File: src/rtl/pwm_shadow_pkg.sv
package pwm_shadow_pkg;

  // control register bit positions (software decodes these)
  localparam int CTRL_RUN  = 0;
  localparam int CTRL_HOLD = 1;
  localparam int CTRL_OUTE = 3;
  localparam int CTRL_W    = 4;

  // load-request bit positions
  localparam int LREQ_PER  = 0;
  localparam int LREQ_DUTY = 1;
  localparam int LREQ_W    = 2;

  typedef enum logic [2:0] {
    A_CTRL     = 3'd0,
    A_DIV      = 3'd1,
    A_PER_STG  = 3'd2,
    A_DUTY_STG = 3'd3,
    A_LREQ     = 3'd4,
    A_COUNT    = 3'd5,
    A_PER_WRK  = 3'd6,
    A_DUTY_WRK = 3'd7
  } reg_addr_e;

  // counter is at the last step of its period
  function automatic logic f_last_step(input int unsigned cnt, input int unsigned per);
    return cnt == per;
  endfunction

  // output level for a counter value and duty value
  function automatic logic f_level(input int unsigned cnt, input int unsigned duty);
    return cnt < duty;
  endfunction

  // divider says a counter step is due
  function automatic logic f_step_due(input int unsigned pre_cnt, input int unsigned div);
    return pre_cnt >= div;
  endfunction

endpackage

File: src/rtl/pwm_regs.sv
module pwm_regs
  import pwm_shadow_pkg::*;
#(
  parameter int CNT_W = 16,
  parameter int DIV_W = 8
) (
  input  logic              clk,
  input  logic              rst_n,
  input  logic              wr_en,
  input  logic [2:0]        wr_addr,
  input  logic [CNT_W-1:0]  wr_data,
  input  logic              period_load,
  output logic [CTRL_W-1:0] ctrl_q,
  output logic [DIV_W-1:0]  div_q,
  output logic [CNT_W-1:0]  per_stg,
  output logic [CNT_W-1:0]  duty_stg,
  output logic [CNT_W-1:0]  per_wrk,
  output logic [CNT_W-1:0]  duty_wrk,
  output logic [LREQ_W-1:0] lreq_q
);

  logic              wr_ctrl, wr_div, wr_per, wr_duty, wr_lreq;
  logic [LREQ_W-1:0] lreq_set, lreq_done;
  logic              xfer_per, xfer_duty;

  always_comb begin
    wr_ctrl = wr_en && (wr_addr == A_CTRL);
    wr_div  = wr_en && (wr_addr == A_DIV);
    wr_per  = wr_en && (wr_addr == A_PER_STG);
    wr_duty = wr_en && (wr_addr == A_DUTY_STG);
    wr_lreq = wr_en && (wr_addr == A_LREQ);
  end

  assign lreq_set  = wr_lreq ? wr_data[LREQ_W-1:0] : '0;
  assign xfer_per  = period_load && lreq_q[LREQ_PER];
  assign xfer_duty = period_load && lreq_q[LREQ_DUTY];
  assign lreq_done = {xfer_duty, xfer_per};

  // control and divider take effect at once
  always_ff @(posedge clk or negedge rst_n) begin
    if (!rst_n) begin
      ctrl_q <= '0;
      div_q  <= '0;
    end else begin
      if (wr_ctrl) ctrl_q <= wr_data[CTRL_W-1:0];
      if (wr_div)  div_q  <= wr_data[DIV_W-1:0];
    end
  end

  // staging copies
  always_ff @(posedge clk or negedge rst_n) begin
    if (!rst_n) begin
      per_stg  <= '0;
      duty_stg <= '0;
    end else begin
      if (wr_per)  per_stg  <= wr_data;
      if (wr_duty) duty_stg <= wr_data;
    end
  end

  // load requests: a new set wins over a same-cycle clear
  always_ff @(posedge clk or negedge rst_n) begin
    if (!rst_n) lreq_q <= '0;
    else        lreq_q <= (lreq_q & ~lreq_done) | lreq_set;
  end

  // working compare values move only at a boundary
  always_ff @(posedge clk or negedge rst_n) begin
    if (!rst_n) begin
      per_wrk  <= '0;
      duty_wrk <= '0;
    end else begin
      if (xfer_per)  per_wrk  <= per_stg;
      if (xfer_duty) duty_wrk <= duty_stg;
    end
  end

  a_r4_per_wrk_stable: assert property (@(posedge clk) disable iff (!rst_n)
    !period_load |=> $stable(per_wrk));
  a_r4_duty_wrk_stable: assert property (@(posedge clk) disable iff (!rst_n)
    !period_load |=> $stable(duty_wrk));
  a_r5_per_req_clears: assert property (@(posedge clk) disable iff (!rst_n)
    (period_load && lreq_q[LREQ_PER] && !(wr_lreq && wr_data[LREQ_PER])) |=> !lreq_q[LREQ_PER]);
  a_r5_duty_req_clears: assert property (@(posedge clk) disable iff (!rst_n)
    (period_load && lreq_q[LREQ_DUTY] && !(wr_lreq && wr_data[LREQ_DUTY])) |=> !lreq_q[LREQ_DUTY]);
  a_r6_hold_transfers: assert property (@(posedge clk) disable iff (!rst_n)
    (ctrl_q[CTRL_HOLD] && lreq_q[LREQ_PER]) |=> (per_wrk == $past(per_stg)));

endmodule

File: src/rtl/pwm_divider.sv
module pwm_divider
  import pwm_shadow_pkg::*;
#(
  parameter int DIV_W = 8
) (
  input  logic             clk,
  input  logic             rst_n,
  input  logic             run,
  input  logic             hold,
  input  logic [DIV_W-1:0] div_val,
  output logic             step
);

  logic [DIV_W-1:0] pre_cnt;

  assign step = run && !hold && f_step_due(32'(pre_cnt), 32'(div_val));

  always_ff @(posedge clk or negedge rst_n) begin
    if (!rst_n)    pre_cnt <= '0;
    else if (hold) pre_cnt <= '0;
    else if (run)  pre_cnt <= step ? '0 : pre_cnt + 1'b1;
  end

  a_r9_step_gap: assert property (@(posedge clk) disable iff (!rst_n)
    (step && div_val != '0) |=> (!step || div_val == '0));
  a_r6_div_held: assert property (@(posedge clk) disable iff (!rst_n)
    hold |=> (pre_cnt == '0));

endmodule

File: src/rtl/pwm_timebase.sv
module pwm_timebase
  import pwm_shadow_pkg::*;
#(
  parameter int CNT_W = 16
) (
  input  logic             clk,
  input  logic             rst_n,
  input  logic             step,
  input  logic             hold,
  input  logic [CNT_W-1:0] period,
  output logic [CNT_W-1:0] cnt,
  output logic             wrap
);

  assign wrap = step && f_last_step(32'(cnt), 32'(period));

  always_ff @(posedge clk or negedge rst_n) begin
    if (!rst_n)    cnt <= '0;
    else if (hold) cnt <= '0;
    else if (step) cnt <= wrap ? '0 : cnt + 1'b1;
  end

  a_r2_wrap_to_zero: assert property (@(posedge clk) disable iff (!rst_n)
    wrap |=> (cnt == '0));
  a_r2_in_range: assert property (@(posedge clk) disable iff (!rst_n)
    cnt <= period);
  a_r6_hold_zero: assert property (@(posedge clk) disable iff (!rst_n)
    hold |=> (cnt == '0));
  a_r7_frozen: assert property (@(posedge clk) disable iff (!rst_n)
    (!step && !hold) |=> $stable(cnt));

endmodule

File: src/rtl/pwm_channel.sv
module pwm_channel
  import pwm_shadow_pkg::*;
#(
  parameter int CNT_W = 16
) (
  input  logic             clk,
  input  logic             rst_n,
  input  logic             hold,
  input  logic             out_en,
  input  logic [CNT_W-1:0] cnt,
  input  logic [CNT_W-1:0] duty,
  output logic             pwm_q
);

  logic level;

  assign level = out_en && !hold && f_level(32'(cnt), 32'(duty));

  always_ff @(posedge clk or negedge rst_n) begin
    if (!rst_n) pwm_q <= 1'b0;
    else        pwm_q <= level;
  end

  a_r8_off_low: assert property (@(posedge clk) disable iff (!rst_n)
    !out_en |=> !pwm_q);
  a_r6_hold_low: assert property (@(posedge clk) disable iff (!rst_n)
    hold |=> !pwm_q);
  a_r3_zero_duty_low: assert property (@(posedge clk) disable iff (!rst_n)
    (duty == '0) |=> !pwm_q);
  a_r3_start_high: assert property (@(posedge clk) disable iff (!rst_n)
    (out_en && !hold && cnt == '0 && duty != '0) |=> pwm_q);

endmodule

File: src/rtl/pwm_shadow_gen.sv
module pwm_shadow_gen
  import pwm_shadow_pkg::*;
#(
  parameter int CNT_W = 16,
  parameter int DIV_W = 8
) (
  input  logic             clk,
  input  logic             rst_n,
  input  logic             wr_en,
  input  logic [2:0]       wr_addr,
  input  logic [CNT_W-1:0] wr_data,
  input  logic [2:0]       rd_addr,
  output logic [CNT_W-1:0] rd_data,
  output logic             pwm_out
);

  localparam int CTRL_PAD = CNT_W - CTRL_W;
  localparam int DIV_PAD  = CNT_W - DIV_W;
  localparam int LREQ_PAD = CNT_W - LREQ_W;

  logic [CTRL_W-1:0] ctrl_q;
  logic [DIV_W-1:0]  div_q;
  logic [CNT_W-1:0]  per_stg, duty_stg, per_wrk, duty_wrk, cnt;
  logic [LREQ_W-1:0] lreq_q;
  logic              step, wrap, period_load;
  logic              ctl_run, ctl_hold, ctl_oute;

  assign ctl_run     = ctrl_q[CTRL_RUN];
  assign ctl_hold    = ctrl_q[CTRL_HOLD];
  assign ctl_oute    = ctrl_q[CTRL_OUTE];
  // a boundary is either the end of a period or a held counter
  assign period_load = wrap || ctl_hold;

  pwm_regs #(.CNT_W(CNT_W), .DIV_W(DIV_W)) u_regs (
    .clk(clk), .rst_n(rst_n),
    .wr_en(wr_en), .wr_addr(wr_addr), .wr_data(wr_data),
    .period_load(period_load),
    .ctrl_q(ctrl_q), .div_q(div_q),
    .per_stg(per_stg), .duty_stg(duty_stg),
    .per_wrk(per_wrk), .duty_wrk(duty_wrk),
    .lreq_q(lreq_q)
  );

  pwm_divider #(.DIV_W(DIV_W)) u_div (
    .clk(clk), .rst_n(rst_n),
    .run(ctl_run), .hold(ctl_hold), .div_val(div_q),
    .step(step)
  );

  pwm_timebase #(.CNT_W(CNT_W)) u_tb (
    .clk(clk), .rst_n(rst_n),
    .step(step), .hold(ctl_hold), .period(per_wrk),
    .cnt(cnt), .wrap(wrap)
  );

  pwm_channel #(.CNT_W(CNT_W)) u_ch (
    .clk(clk), .rst_n(rst_n),
    .hold(ctl_hold), .out_en(ctl_oute),
    .cnt(cnt), .duty(duty_wrk),
    .pwm_q(pwm_out)
  );

  always_comb begin
    unique case (reg_addr_e'(rd_addr))
      A_CTRL:     rd_data = {{CTRL_PAD{1'b0}}, ctrl_q};
      A_DIV:      rd_data = {{DIV_PAD{1'b0}}, div_q};
      A_PER_STG:  rd_data = per_stg;
      A_DUTY_STG: rd_data = duty_stg;
      A_LREQ:     rd_data = {{LREQ_PAD{1'b0}}, lreq_q};
      A_COUNT:    rd_data = cnt;
      A_PER_WRK:  rd_data = per_wrk;
      A_DUTY_WRK: rd_data = duty_wrk;
      default:    rd_data = '0;
    endcase
  end

  a_r7_stopped_level: assert property (@(posedge clk) disable iff (!rst_n)
    (!ctl_run && !ctl_hold && $stable(ctrl_q) && $stable(duty_wrk)) |=> $stable(pwm_out));

endmodule

File: config.mk
export PLATFORM = sky130hd
export DESIGN_NAME = pwm_shadow_gen
export DESIGN_NICKNAME = d
export VERILOG_FILES = /design/src/rtl/pwm_shadow_pkg.sv /design/src/rtl/pwm_regs.sv /design/src/rtl/pwm_divider.sv /design/src/rtl/pwm_timebase.sv /design/src/rtl/pwm_channel.sv /design/src/rtl/pwm_shadow_gen.sv
export SDC_FILE = /design/constraint.sdc
export NUM_CORES = 1
export LEC_CHECK = 0
export ABC_AREA = 1
export ABC_CLOCK_PERIOD_IN_PS = 6500
export CAP_MARGIN = 20
export CELL_PAD_IN_SITES_DETAIL_PLACEMENT = 0
export CELL_PAD_IN_SITES_GLOBAL_PLACEMENT = 1
export CORE_UTILIZATION = 35
export DETAILED_ROUTE_END_ITERATION = 16
export GPL_TIMING_DRIVEN = 0
export PLACE_DENSITY_LB_ADDON = 0.1
export SYNTH_ARGS = -nofsm -noshare
export SYNTH_HDL_FRONTEND = slang
export SYNTH_SLANG_ARGS = --single-unit
File: constraint.sdc
create_clock -name clk -period 6.5 [get_ports clk]
set_clock_uncertainty 0.2 [all_clocks]
set_input_delay 1.95 -clock clk [delete_from_list [all_inputs] [get_ports clk]]
set_output_delay 1.95 -clock clk [all_outputs]
set_load 0.02 [all_outputs]
Word-level counts from Yosys, hierarchy flattened
Index checks and enable logic that the tools add are counted.
{ "op_classes": {"n_mux": 8, "div": 0, "addsub": 2, "eq_ne": 12, "n_mul": 0, "reduce_logical": 18, "bitwise": 3, "n_shift": 0, "magnitude_cmp": 2} }
{ "ops": {"columns": ["cell", "count"], "rows": [
  ["one-hot mux 16 bit (8 select lines)", 1],
  ["two-way mux 16 bit", 3],
  ["two-way mux 8 bit", 3],
  ["adder 16 x 1 -> 16 bit (second input constant)", 1],
  ["== test 16 bit", 1],
  ["< comparator 16 bit", 1],
  ["== test 3 bit (second input constant)", 5],
  ["== test 3 x 2 -> 1 bit (second input constant)", 4],
  ["logical AND 1 bit", 12],
  ["adder 8 x 1 -> 8 bit (second input constant)", 1],
  [">= comparator 8 bit", 1],
  ["== test 3 x 1 -> 1 bit (second input constant)", 2],
  ["logical NOT 3 bit", 2],
  ["nonzero test 2 bit", 2],
  ["bitwise AND 2 bit", 1],
  ["two-way mux 2 bit", 1],
  ["inverter 2 bit", 1],
  ["OR 2 bit", 1],
  ["logical NOT 1 bit", 1],
  ["logical OR 1 bit", 1]
]} }
{ "word_totals": {"output_inout_bits": 17, "inputBits": 25, "memories": 0, "register_bits": 103, "mem_bits_rw": 0, "mem_bits_ro": 0, "latch_bits": 0} }

Logic depth before layout (Yosys ltp)
Gate-level depths: netlist (run 1).
{ "depth": {"ltp_word": 9, "ltp_mapped": 14} }

By module
A second synthesis (run 1) with hierarchy kept.
{ "unflattened": {"hier_cells": 953, "hier_area_um2": 6701.4} }
{ "modules_own_cells": {"columns": ["module", "cells_each", "instances", "area_each_um2"], "rows": [
  ["pwm_regs", 348, 1, 3126.7],
  ["pwm_timebase", 227, 1, 1368.8],
  ["pwm_shadow_gen", 196, 1, 1037.2],
  ["pwm_divider", 114, 1, 734.5],
  ["pwm_channel", 68, 1, 434.2]
]} }

Worst setup path after synthesis (run 1)
OpenSTA, ideal clock, no wires.
{ "synth_path": {"path_kind": "in2out", "startpoint": "input port rd_addr[2]", "endpoint": "output port rd_data[10]", "t_arrival_ns": 2.938, "setup_slack_ns": 1.412, "cell_stages": 6, "n_path_buf": 1, "required_time_ns": 4.350, "path_cell_list": "inv_1 -> nand3_1 -> inv_1 -> clkbuf_1 -> a22oi_1 -> o211ai_1"} }
{ "synth_between": {"elab_chain_cells": 2, "word_cells_on_any_way": 9} }
{ "synth_lines": {"columns": ["element", "line", "source"], "rows": [
  ["start: declaration", "pwm_shadow_gen.sv:12", "input logic [2:0] rd_addr,"],
  ["== test 3 bit (tied with other cells)", "pwm_shadow_gen.sv:64", "unique case (reg_addr_e'(rd_addr))"],
  ["one-hot mux 16 bit (8 select lines) *", "pwm_shadow_gen.sv:64", null],
  ["end: declaration", "pwm_shadow_gen.sv:13", "output logic [CNT_W-1:0] rd_data,"]
]} }
Every way passes the cells marked *; elsewhere a longest branch is shown, timed or not.

Worst setup path in the final report (run 1)
{ "layout_path": {"startpoint": "input port rd_addr[2]", "endpoint": "output port rd_data[14]"} }
The elaborated chain is that of the path after synthesis.

==> key figures, run 1 <==
Pwr
  – Worst-case vdd ir drop: 0.000211 V
  – Design Power: 2420 µW
  – Power per unit of standard cell area: 347 nW/µm²
  – Leakage power total: roughly 0.0035 µW

Worst setup path
  – Worst Path Required: 4.35 ns
  – Crit path capture type: primary output
  – Startpoint of the worst register-to-register path: u_regs.div_q[7]
  – Critical path class: input pin to primary output
  – Reg-to-reg slack, setup: 3.94 ns
  – CP max FO: 10
  – Launch point of the critical path: rd_addr[2]
  – End of the critical path: rd_data[14]
  – Worst EP arrival: 4.23 ns
  – Worst Setup Start Kind: input pin
  – Depth of the worst register-to-register path: 10
  – Reg-to-reg critical path endpoint: u_regs.lreq_q[0]

CTS
  – Worst-skew pair later-pin latency: 0.36 ns
  – Cts-stage hold buffer count: 0
  – Bufs on Longest Clock Path: 2
  – Clock transition at the registers of the reported paths: 0.07 ns
  – CTS sink cnt: 103
  – TritonCTS clock tree: built
  – H-Tree Depth: 3
  – Total clock buffers created by CTS: 9
  – Clock root cell: clkbuf_16

Timing
  – Max Clock Freq: 0.157 GHz
  – Total count of max-transition violations in the final report: 0
  – Period Utilization, post-route: a little under 100%
  – Final hold violations: 0
  – Worst slew slack as a fraction of its limit: 49.6%
  – Fin worst setup slack: around 0.12 ns
  – Clock period minus worst slack: 6.38 ns
  – Worst slew pin tran: 0.756 ns
  – Unrepaired setup endpoints after global routing: false
  – Final-report setup violation count: 0

Outcome
  – Run status: finished clean

Placed design
  – Pre-CTS WS: -0.0318 ns
  – Port Buf Inserts: 41
  – Final HPWL DP: 14.3 mm
  – Placed standard-cell area: around 6600 µm²
  – Routability cong.: 0.835

Global routing
  – Maximum number of pins on one net before global-route repair: 53
  – Initial antenna violation count: 0
  – Total routing resource utilization after global routing: 22.1%
  – Total grt overflow: 0
  – Global-route wire length before repair: 29.5 mm
  – Vias in the first global route: 5,375

Synthesis
  – Portion of synthesized cell area occupied by the leading cell type: 43.4%
  – Post-synthesis net count: between 800 and 900
  – Instance count of the mapped netlist: between 700 and 800
  – Synth async-reset ratio: 100%
  – Area contributors post-synth: dfrtp_1, nand2_1, inv_1
  – Sequential element share of the synthesized area: 43.4%
  – Yosys top cell by area: dfrtp_1
  – Top_reg_cell synth: dfrtp_1
  – Synthesized area per cell: 7.52 µm²
  – Number of different library cells in the post-synthesis netlist: 34
  – Number of enable-type register cells in the synthesized netlist: 0
  – Synthesized cell area: 5940 µm²
  – Yosys warnings: 0
  – Seq cells post-synth: around 100

Floorplanning
  – Die ar.: around 17,000 µm²
  – IO Count: 42
  – Width of the die: 132 µm
  – Height of the die: about 130 µm
  – Site row count: 47
  – Core ar.: roughly 17,000 µm²
  – Starting density of the core: 35.8%

Finish
  – Fillers: 1,718
  – Layout cells sized above 1: 6.37%
  – Area growth from synthesis to layout: 17.5%
  – Post-layout util: between 40% and 50%
  – Leading cell type in the layout, fill and taps excluded: nand2_1
  – Number of antenna repair diodes: 0
  – Final cell area excluding filler cells: roughly 7000 µm²
  – Most frequent cells in the layout: nand2_1, dfrtp_1, inv_1
  – Net total in the final layout: 893

Min path
  – Worst hold path type: register to register

Drt
  – Detail-routed via count per cell: 5.08
  – Initial DRT Pass Iterations: 5
  – Post-route antenna net violation count: 0
  – Via count: between 5,000 and 6,000
  – Detailed Route WL: 18.3 mm
  – DRC viols: 0
  – Number of DRC violations after detailed-routing iteration 0: around 370
  – DR WL/cell: between 15 and 20 µm

Job
  – Max-cap violations: 0
-- cell usage after synthesis, types with 2 or more instances --
master and count:
a21oi_1 18, nand2_2 2, buf_4 3, nand2_1 255, nand3_1 33, buf_2 7, o211ai_1 8, buf_6 2
inv_2 13, inv_1 94, a211oi_1 2, o2111ai_1 5, a22oi_1 21, o22ai_1 8, o21ai_0 49, buf_1 2
nor2_1 54, dfrtp_1 103, clkbuf_1 14, xor2_1 7, ha_1 25, nand3_4 2, nand4_1 44, nor3_1 9
-- sequential cells by signal, summed over array words and instances, names as in the netlist --
signal,flops
u_div.pre_cnt,8
u_regs.per_wrk,16
u_regs.ctrl_q,4
u_regs.div_q,8
u_tb.cnt,16
u_regs.lreq_q,2
u_ch.pwm_q,1
u_regs.per_stg,16
u_regs.duty_stg,16
u_regs.duty_wrk,16
-- routing by layer --
| metal | global-route usage [%] | vias up | wire [µm] |
|---|---|---|---|
| met1 | 32.0 | 2554 | 9140 |
| met5 | 0 | - | 0 |
| met2 | 33.8 | 149 | 8050 |
| li1 | - | 2708 | - |
| met4 | 5.68 | 0 | 276 |
| met3 | 4.23 | 18 | 847 |
-- what timing repair did --
action                     4_1_cts  5_1_grt
buffers inserted                 0        0
resized for setup                1        8
setup endpoints to repair        4       12
-- logic make-up (layout without fill, tap and decap cells) --
group,Yosys count,in the layout,synth area share [%]
AND/OR/NAND/NOR,403,403,29.1
adder cells (fa/ha/maj),25,25,5.27
AO/OA/AOI/OAI,117,117,12.1
flip-flops,103,103,43.4
XOR/XNOR,7,7,1.03
buffers and inverters,135,193,9.12
-- area by class of cell --
class                   count  area, µm²  share of cell area (%)
clock inverters             7       95.1                    1.36
plain buffers              28        148                    2.12
well taps                 220        275                    3.94
repair buffers             42        438                    6.27
inverters                 107        402                    5.75
flip-flops and latches    103       2580                    36.9
clock buffers               9        225                    3.23
multi-input cells         552       2820                    40.4
-- worst min path at each step --
| stage | endpoint | from | cells past startpoint | slack [ns] |
|---|---|---|---|---|
| after global placement | u_regs.duty_wrk[1] | u_regs.duty_wrk[1] | 2 | 0.27 |
| after detailed placement | u_regs.duty_wrk[1] | u_regs.duty_wrk[1] | 2 | 0.26 |
| after CTS | u_regs.duty_wrk[1] | u_regs.duty_wrk[1] | 2 | 0.28 |
| after floorplan | u_regs.duty_wrk[0] | u_regs.duty_wrk[0] | 2 | 0.24 |
| after global routing | u_regs.div_q[3] | u_regs.div_q[3] | 2 | 0.32 |
| final | u_regs.duty_wrk[1] | u_regs.duty_wrk[1] | 2 | 0.28 |
-- where the power goes --
group	switching [µW]	internal [µW]
clock network	278	311
logic	548	300
registers	177	805
-- stage by stage --
step                hold slack, ns  instances  setup TNS, ns
detailed placement           0.262       1052        -0.0434
floorplan                    0.242        790              0
global placement             0.268       1051         -83.46
finish                       0.276       1068              0
global route                 0.317       1068              0
CTS                          0.281       1068              0
-- critical path: stages --
cell and delay (ns):
clkdlybuf4s50_1 0.47, inv_1 0.21, nand3_1 0.11, inv_1 0.23, clkbuf_2 0.29, a22oi_1 0.16
o211ai_1 0.14, clkdlybuf4s50_1 0.65
No activity file was read; power rests on OpenSTA's default activity.
==> inputs of run 2 (changes only) <==
--- a/config.mk
+++ b/config.mk
@@ -12,8 +12,10 @@
 export CELL_PAD_IN_SITES_GLOBAL_PLACEMENT = 1
 export CORE_UTILIZATION = 35
 export DETAILED_ROUTE_END_ITERATION = 16
+export GPL_ROUTABILITY_DRIVEN = 1
 export GPL_TIMING_DRIVEN = 0
 export PLACE_DENSITY_LB_ADDON = 0.1
+export SKIP_LAST_GASP = 1
 export SYNTH_ARGS = -nofsm -noshare
 export SYNTH_HDL_FRONTEND = slang
 export SYNTH_SLANG_ARGS = --single-unit
==> results of run 2 <==
The final DEF is identical to that of run 1; final timing and power are the same.
==> inputs of run 3 (changes only) <==
==> constraint.sdc (replaced) <==
create_clock -name clk -period 6.5 [get_ports clk]
set_clock_uncertainty 0.2 [all_clocks]
set_input_delay 1.95 -clock clk [delete_from_list [all_inputs] [get_ports clk]]
set_output_delay 1.95 -clock clk [all_outputs]
set_load 0.01 [all_outputs]
==> key figures, run 3 (same netlist as run 1, synthesis figures left out) <==
Worst setup path
  – Reg-to-reg slack, setup: 3.95 ns (was 3.94 ns)
  – CP max FO: 10 (unchanged)
  – Depth of the worst register-to-register path: 10 (unchanged)
  – Master of the slowest instance on the critical path: clkdlybuf4s50_1 (unchanged)
  – Family with the most delay on the worst path: buffers and inverters (unchanged)
  – Number of buffers and inverters on the critical path: 5 (unchanged)
  – Cell Chain, Critical Path: clkdlybuf4s50_1 -> inv_1 -> nand3_1 -> buf_2 -> inv_1 -> a21oi_1 -> o2111ai_1 -> clkdlybuf4s50_1 (was clkdlybuf4s50_1 -> inv_1 -> nand3_1 -> inv_1 -> clkbuf_2 -> a22oi_1 -> o211ai_1 -> clkdlybuf4s50_1)
  – Worst EP arrival: 4.21 ns (was 4.23 ns)
  – Startpoint of the worst register-to-register path: u_regs.div_q[7] (unchanged)
  – Worst Setup Start Kind: input pin (unchanged)
  – Slowest stage delay, CP: 0.59 ns (was 0.65 ns)
  – Reg-to-reg critical path endpoint: u_regs.lreq_q[0] (unchanged)
  – Crit path capture type: primary output (unchanged)
  – Critical path class: input pin to primary output (unchanged)
  – Worst Path Required: 4.35 ns (about the same)

Finish
  – Area growth from synthesis to layout: 17.4% (was 17.5%)
  – Net total in the final layout: 892 (was 893)
  – Post-layout util: 42.0% (was 42.1%)
  – Layout cells sized above 1: 6.26% (was 6.37%)
  – Leading cell type in the layout, fill and taps excluded: nand2_1 (unchanged)
  – Most frequent cells in the layout: nand2_1, dfrtp_1, inv_1 (unchanged)
  – Number of antenna repair diodes: 0 (unchanged)
  – Fillers: 1,717 (was 1,718)
  – Final cell area excluding filler cells: 6970 µm² (was 6980 µm²)

Drt
  – DR WL/cell: 17.1 µm (was 17.2 µm)
  – Via count: 5,434 (was 5,429)
  – Number of DRC violations after detailed-routing iteration 0: 343 (was 369)
  – Initial DRT Pass Iterations: 4 (was 5)
  – Post-route antenna net violation count: 0 (unchanged)
  – Detail-routed via count per cell: 5.09 (was 5.08)
  – DRC viols: 0 (unchanged)
  – Detailed Route WL: 18.3 mm (about the same)

Floorplanning
  – Site row count: 47 (unchanged)
  – IO Count: 42 (unchanged)
  – Width of the die: 132 µm (unchanged)
  – Starting density of the core: 35.8% (unchanged)
  – Height of the die: 132 µm (unchanged)
  – Core ar.: 16,600 µm² (unchanged)
  – Die ar.: 17,500 µm² (unchanged)

Global routing
  – Total routing resource utilization after global routing: 22.1% (about the same)
  – Initial antenna violation count: 0 (unchanged)
  – Met1 Resource Use GR: 31.9% (was 32.0%)
  – GRT busiest layer: met2 (unchanged)
  – Vias in the first global route: 5,372 (was 5,375)
  – Fraction of met2 tracks used by global routing: 33.8% (unchanged)
  – Global routing usage on met3: 4.23% (unchanged)
  – Maximum number of pins on one net before global-route repair: 53 (unchanged)
  – Total grt overflow: 0 (unchanged)
  – Global-route wire length before repair: 29.4 mm (was 29.5 mm)

Placed design
  – Port Buf Inserts: 41 (unchanged)
  – Final HPWL DP: 14.3 mm (unchanged)
  – Placed standard-cell area: 6650 µm² (unchanged)
  – Routability cong.: 0.835 (unchanged)

Timing
  – Final-report setup violation count: 0 (unchanged)
  – Total count of max-transition violations in the final report: 0 (unchanged)
  – Unrepaired setup endpoints after global routing: false (unchanged)
  – Worst slew slack as a fraction of its limit: 49.7% (was 49.6%)
  – Total negative slack for setup checks: 0 ns (unchanged)
  – Period Utilization, post-route: 97.8% (was 98.2%)
  – Worst slew pin tran: 0.754 ns (was 0.756 ns)
  – Clock period minus worst slack: 6.36 ns (was 6.38 ns)
  – Final hold violations: 0 (unchanged)
  – Max Clock Freq: 0.157 GHz (about the same)

CTS
  – CTS sink cnt: 103 (unchanged)
  – Clock transition at the registers of the reported paths: 0.08 ns (was 0.07 ns)
  – Bufs on Longest Clock Path: 2 (unchanged)
  – Worst-skew pair later-pin latency: 0.36 ns (about the same)
  – Post-CTS repair timing setup buffer count: 0 (unchanged)
  – Cts-stage hold buffer count: 0 (unchanged)
  – H-Tree Depth: 3 (unchanged)
  – Post-cts resize count: 0 (was 1)
  – TritonCTS clock tree: built (unchanged)
  – Clock root cell: clkbuf_16 (unchanged)
  – Total clock buffers created by CTS: 9 (unchanged)

Pwr
  – Part of the power in the clock network: 24.6% (was 24.4%)
  – Leakage power total: 0.00347 µW (was 0.00350 µW)
  – Worst-case vdd ir drop: 0.000211 V (about the same)
  – Proportion of total power due to net switching: 41.1% (was 41.5%)
  – Power per unit of standard cell area: 345 nW/µm² (was 347 nW/µm²)
  – Switching power of the nets: 988 µW (was 1000 µW)
  – Logic pwr share: 34.6% (was 35.1%)
  – Register share of total power: 40.8% (was 40.6%)
  – Design Power: 2400 µW (was 2420 µW)
  – Cell-internal power: 1420 µW (about the same)

Min path
  – Hold wc startpoint: u_regs.duty_wrk[1] (unchanged)
  – Worst hold path type: register to register (unchanged)
  – Number of cells on the worst hold path: 2 (unchanged)
  – Endpoint with the worst hold slack: u_regs.duty_wrk[1] (unchanged)

Job
  – Max-cap violations: 0 (unchanged)

Outcome
  – Run status: finished clean (unchanged)
## run 3: through the flow
stage	setup slack [ns]	hold WS (ns)	cells
after floorplan	1.49	0.242	790
after global placement	-0.821	0.268	1051
after detailed placement	0.0360	0.262	1052
after CTS	0.0305	0.281	1068
after global routing	0.00648	0.317	1067
final	0.143	0.275	1067
## run 3: power by group through the flow
stage	combinational [µW]	sequential, µW	clock, µW
floorplan	569	923	0
detailed placement	830	987	0
CTS	835	975	604
finish	832	981	592
global placement	812	983	0
global route	951	1000	633
## run 3: tightest hold or removal path, stage by stage (launching register included)
cell and delay, ns:
dfrtp_1 0.35, nand2_1 0.05, nand2_1 0.04
## run 3: worst max-delay path by stage
stage / start / endpoint / slack (ns) / depth (start not counted)
2_1_floorplan: rd_addr[2] / rd_data[10] / 1.49 / 6
3_3_place_gp: rst_n / u_regs.div_q[5] / -0.82 / 1
3_5_place_dp: rd_addr[2] / rd_data[14] / 0.04 / 8
4_1_cts: rd_addr[2] / rd_data[14] / 0.03 / 8
5_1_grt: rd_addr[1] / rd_data[6] / 0.006 / 8
6_report: rd_addr[1] / rd_data[6] / 0.14 / 8
## run 3: per-layer routing
metal  share of wire, %  wire length [µm]  vias to the layer above
met5                  0                 0                        -
met4                1.5               280                        0
li1                   -                 -                     2709
met1                 50              9170                     2568
met2                 44              8020                      138
met3                4.3               790                       19
## run 3: final cells by class
type / count / area (µm²) / area share [%]
multi-input combinational: 552 / 2820 / 40.4
sequential: 103 / 2580 / 37.0
timing repair buffer: 42 / 435 / 6.25
inverter: 107 / 402 / 5.76
tap: 220 / 275 / 3.95
clock buffer: 9 / 225 / 3.23
buffer: 27 / 140 / 2.01
clock inverter: 7 / 95.1 / 1.36
